`src/rtl/calo_corr_pipe.sv`:
```
module calo_corr_pipe #(
  parameter int N_PAIR = 2,
  parameter int RAW_W  = 10,
  parameter int PAR_W  = 8,
  parameter int FRAC   = 9,
  localparam int N_CH  = 2 * N_PAIR,
  localparam int CH_W  = (N_CH > 1) ? $clog2(N_CH) : 1
) (
  input  logic                    clk,
  input  logic                    rst_n,
  input  logic                    mux_mode,
  input  logic                    smp_en,
  input  logic [N_PAIR*RAW_W-1:0] raw_a,
  input  logic [N_PAIR*RAW_W-1:0] raw_b,
  input  logic                    cfg_we,
  input  logic [CH_W-1:0]         cfg_ch,
  input  logic [1:0]              cfg_sel,
  input  logic [PAR_W-1:0]        cfg_data,
  output logic [N_CH*RAW_W-1:0]   dat_out,
  output logic [N_CH-1:0]         trg_out
);

  localparam int PROD_W = RAW_W + PAR_W;
  localparam logic [RAW_W-1:0] MAXV = {RAW_W{1'b1}};

  logic [PAR_W-1:0] off_r  [N_CH];
  logic [PAR_W-1:0] gain_r [N_CH];
  logic [PAR_W-1:0] alp_r  [N_CH];
  logic [PAR_W-1:0] thr_r  [N_CH];
  logic [N_CH*PAR_W-1:0] thr_flat;
  logic [RAW_W-1:0] hold_a [N_PAIR];

  always_ff @(posedge clk or negedge rst_n) begin
    if (!rst_n) begin
      for (int i = 0; i < N_CH; i++) begin
        off_r[i]  <= '0;
        gain_r[i] <= '0;
        alp_r[i]  <= '0;
        thr_r[i]  <= '0;
      end
    end else if (cfg_we) begin
      case (cfg_sel)
        2'd0: off_r[cfg_ch]  <= cfg_data;
        2'd1: gain_r[cfg_ch] <= cfg_data;
        2'd2: alp_r[cfg_ch]  <= cfg_data;
        default: thr_r[cfg_ch] <= cfg_data;
      endcase
    end
  end

  always_ff @(posedge clk or negedge rst_n) begin
    if (!rst_n) begin
      for (int p = 0; p < N_PAIR; p++) hold_a[p] <= '0;
    end else if (!smp_en) begin
      for (int p = 0; p < N_PAIR; p++) hold_a[p] <= raw_a[p*RAW_W +: RAW_W];
    end
  end

  for (genvar g = 0; g < N_CH; g++) begin : g_ch
    localparam int P = g / 2;
    logic [RAW_W-1:0]  raw_in, s1, s2, s3, s4;
    logic [RAW_W-1:0]  sub_v, gain_v, alp_v;
    logic [RAW_W:0]    dif1, gsum, dif2;
    logic [PROD_W-1:0] gprod, aprod;
    logic              trg_v, trg_q;

    if (g % 2 == 0) begin : g_even
      assign raw_in = mux_mode ? hold_a[P] : raw_a[P*RAW_W +: RAW_W];
    end else begin : g_odd
      assign raw_in = mux_mode ? raw_a[P*RAW_W +: RAW_W] : raw_b[P*RAW_W +: RAW_W];
    end

    assign dif1   = {1'b0, s1} - {{(RAW_W-PAR_W+1){1'b0}}, off_r[g]};
    assign sub_v  = dif1[RAW_W] ? '0 : dif1[RAW_W-1:0];

    assign gprod  = {{PAR_W{1'b0}}, s2} * {{RAW_W{1'b0}}, gain_r[g]};
    assign gsum   = {1'b0, s2} + (RAW_W+1)'(gprod >> FRAC);
    assign gain_v = gsum[RAW_W] ? MAXV : gsum[RAW_W-1:0];

    assign aprod  = {{PAR_W{1'b0}}, s4} * {{RAW_W{1'b0}}, alp_r[g]};
    assign dif2   = {1'b0, s3} - {1'b0, RAW_W'(aprod >> FRAC)};
    assign alp_v  = dif2[RAW_W] ? '0 : dif2[RAW_W-1:0];
    assign trg_v  = alp_v > {{(RAW_W-PAR_W){1'b0}}, thr_r[g]};

    always_ff @(posedge clk or negedge rst_n) begin
      if (!rst_n) begin
        s1 <= '0; s2 <= '0; s3 <= '0; s4 <= '0; trg_q <= 1'b0;
      end else if (smp_en) begin
        s1    <= raw_in;
        s2    <= sub_v;
        s3    <= gain_v;
        s4    <= alp_v;
        trg_q <= trg_v;
      end
    end

    assign dat_out[g*RAW_W +: RAW_W] = s4;
    assign trg_out[g]                = trg_q;
    assign thr_flat[g*PAR_W +: PAR_W] = thr_r[g];
  end

endmodule

```
`config.mk`:
```
export PLATFORM = sky130hd
export DESIGN_NAME = calo_corr_pipe
export DESIGN_NICKNAME = d
export VERILOG_FILES = /design/src/rtl/calo_corr_pipe.sv
export SDC_FILE = /design/constraint.sdc
export NUM_CORES = 2
export LEC_CHECK = 0
export BUFFER_PORTS_ARGS = -buffer_cell sky130_fd_sc_hd__buf_4
export CAP_MARGIN = 10
export CORE_MARGIN = 4
export CORE_UTILIZATION = 35
export DETAILED_ROUTE_END_ITERATION = 16
export SYNTH_ARGS = -nofsm -noshare
export SYNTH_HDL_FRONTEND = slang
export SYNTH_SLANG_ARGS = --single-unit
export TNS_END_PERCENT = 50
```
`constraint.sdc`:
```
create_clock -name clk -period 10.3 [get_ports clk]
set_input_delay 0 -clock clk [delete_from_list [all_inputs] [get_ports clk]]
set_output_delay 0 -clock clk [all_outputs]
set_load 0.005 [all_outputs]
```
==> flow_metrics.py <==
metrics = {
    "drt": {
        "route.detailed.drc": 0,
        "vias_per_cell": 4.90,
        "wire_per_inst_um": 16.2,
        "vias": 24801,
        "firstDrtPassIters": 5,
        "wl_mm": 81.9,
        "drt_iter0_markers": 1320,
        "antenna_left": 0,
    },
    "place": {
        "gp_congestion": 0.817,
        "hpwlAfterDp_mm": 61.6,
        "io_buffers": 100,
    },
    "logic_synthesis": {
        "ys_seq_area_share_pct": 22.2,
        "synth_async_sr_flop_share_pct": 100,
        "ys.flop_type": "dfrtp_1",
        "postSynthAreaPerCell_um2": 9.59,
        "synth_nets": 4533,
        "yosysUniqueCellTypes": 70,
        "yosysWarnings": 0,
        "synth-seq-cells": 312,
        "synth-edff-count": 0,
        "synth.cell_area_um2": 35200,
        "syn_inst": 3672,
    },
    "floorplan": {
        "dieArea_um2": 106000,
        "fp.coreArea_um2": 100000,
        "fp.dieW_um": 325,
        "initial_core_util_pct": 35.2,
        "rows": 116,
        "die_h_um": 325,
        "io_pins": 101,
    },
    "timing": {
        "max_freq_mhz": 126,
        "post-route-period-util_pct": 77.1,
        "max_slew_margin_pct": 15.7,
        "setup_viol": 0,
        "slew_violations": 0,
        "worst_slew_pin_slew_ps": 1260,
        "finalCriticalPeriod_ps": 7940,
        "finalClockSkew_ps": 37.2,
        "hold_viol_final": 0,
        "rsz0062_at_grt": "false",
        "tns_ps": 0,
    },
    "clock_tree": {
        "root_buffer": "clkbuf_16",
        "numCtsBuffers": 39,
        "ctsResizeCount": 0,
        "clock_path_buffers": 3,
        "h-tree-depth": 2,
        "post_cts_buffers": 0,
        "insertion_delay_ps": 580,
        "holdBufCountCts": 50,
        "clk_pin_slew_ps": 60,
        "cts.sinks": 312,
        "cts_tree": "built",
    },
    "worst_setup_path": {
        "worst_setup_path_start_kind": "register",
        "worstPathRequired_ps": 10740,
        "critPathArrivalTime_ps": 8380,
        "r2r_slack_ps": 2360,
        "rr_startpoint": "g_ch[0].s4[3]$_DFFE_PN0P_",
        "path_depth": 30,
        "slowest_stage": "o41ai_1",
        "crit_buf_inv": 2,
        "crit_fanout": 10,
        "critical_path.top_delay_family": "compound AO/OA/AOI/OAI gates",
        "cp-end-kind": "register",
        "cpPeakStageDelay_ps": 680,
        "reg2regPathDepth": 30,
        "crit_type": "register to register",
        "worstSetupStartpoint": "g_ch[0].s4[3]$_DFFE_PN0P_",
        "crit_top_cell": "fa_1",
    },
    "cells_and_area": {
        "multi_input_area_um2": 24700,
        "seqCellArea_um2": 7810,
        "n_fill_cell": 10002,
        "layout-drive-gt1-share_pct": 9.14,
        "nNetsFinal": 4588,
        "synthToLayoutAreaGrowth_pct": 10.4,
    },
    "hold_path": {
        "hp-class": "primary input to asynchronous set/reset pin",
    },
    "global_route": {
        "antenna_found_initial": 11,
        "grt_max_degree": 165,
        "grt_pass1_vias": 25685,
        "grt_pass1_wl_mm": 137,
        "grt_overflow_total": 0,
        "grt.total_usage_pct": 15.8,
    },
    "status": {
        "outcome": "finished, final reports clean",
    },
    "flow_run": {
        "max_cap_violations": 0,
    },
}
stage by stage:
stage	utilization, %	hold WS [ps]	setup WS, ps	cell area, um^2	cells
final	38.9	51.0	2360	38900	5059
after global routing	38.9	109	1720	38900	5052
after CTS	38.9	61.4	2360	38900	5052
after detailed placement	37.1	110	2390	37100	4934
after global placement	37.1	110	2550	37100	4934
after floorplan	-	-296	3120	35200	3672
state kept, by name, indices dropped and copies added (netlist names):
register,flops
g_ch.s1,40
g_ch.s2,40
g_ch.s3,40
g_ch.s4,40
alp_r,32
gain_r,32
off_r,32
thr_flat,32
hold_a,20
g_ch.trg_q,4
routing by layer:
layer / wire [um] / vias to the layer above / part of all wire, % / track usage (%)
li1: - / 11989 / - / -
met1: 39200 / 12364 / 48 / 22.4
met2: 37700 / 378 / 46 / 26.1
met3: 3720 / 68 / 4.5 / 2.18
met4: 1220 / 2 / 1.5 / 2.61
met5: 13 / - / 0.016 / 0
worst reg2reg max path: cells and delay by family, from the launching register on:
family                   cells  cell delay, ps
AO/OA/AOI/OAI               15            3370
buffers and inverters        2              90
AND/OR/NAND/NOR              5             900
XOR/XNOR                     1             170
adder cells (fa/ha/maj)      7            2770
flip-flops                   1             490
cell families after synthesis:
family | share of synthesized area [%]
flops | 22.2
mux | 6.30
simple gates | 15.4
xor+xnor | 3.28
compound gates | 8.36
buf+inv | 7.62
fa+ha+maj | 36.8
worst paths after layout:
| check | endpoint |
|---|---|
| hold reg to reg | hold_a[18]$_DFFE_PN0N_ |
| setup reg to reg | g_ch[0].trg_q$_DFFE_PN0P_ |
| hold / removal | g_ch[0].s4[6]$_DFFE_PN0P_ |
| min in group clk | g_ch[3].s1[4]$_DFFE_PN0P_ |
| max in group asynchronous | g_ch[0].s2[6]$_DFFE_PN0P_ |
| setup / recovery | g_ch[0].trg_q$_DFFE_PN0P_ |
layout by cell type (no fill, tap or decap), types with 22 or more instances in the layout:
cell type,n
fa_1,388
o22a_1,37
a21o_1,38
xor2_1,42
clkbuf_16,39
o21a_1,28
a21oi_1,126
dfrtp_1,312
nor2b_1,41
o21ai_0,90
nand2_1,295
ha_1,416
dlygate4sd3_1,50
mux2_2,150
nand2b_1,27
nor3_1,40
o22ai_1,34
and2_1,395
mux2i_1,53
nor2_1,168
xnor2_1,90
inv_1,569
buf_4,102
a31oi_1,22
synthesized netlist by cell type, types with 11 or more instances:
library cell | count | share of area, %
xnor2_1 | 90 | 2.2
nand4_1 | 14 | 0.25
mux2_2 | 150 | 4.8
o21ai_0 | 90 | 1.3
clkbuf_1 | 127 | 1.4
and2_1 | 395 | 7.0
a21oi_1 | 126 | 1.8
o21a_1 | 28 | 0.60
nor3_1 | 40 | 0.57
dfrtp_1 | 312 | 22
nor2_1 | 168 | 1.8
nor2b_1 | 41 | 0.73
nand2_1 | 295 | 3.1
a21o_1 | 38 | 0.81
nand3_1 | 17 | 0.24
or2_2 | 11 | 0.20
or3_1 | 15 | 0.27
a31oi_1 | 22 | 0.39
ha_1 | 416 | 15
o21bai_1 | 12 | 0.26
inv_1 | 569 | 6.1
nand2b_1 | 27 | 0.48
fa_1 | 388 | 22
xor2_1 | 42 | 1.0
o22ai_1 | 34 | 0.60
mux2i_1 | 53 | 1.5
o22a_1 | 37 | 0.92
layout make-up:
cell class / instances / area share [%]
Clock inverter: 18 / 0.518
Clock buffer: 50 / 2.67
Sequential cell: 312 / 20.1
Inverter: 569 / 5.49
Timing Repair Buffer: 155 / 3.39
Multi-Input combinational cell: 2650 / 63.6
Antenna cell: 7 / 0.0451
Tap cell: 1298 / 4.18
Power is not shown: default switching activity piles up to over one toggle a cycle in this logic, so the estimate is an artifact.
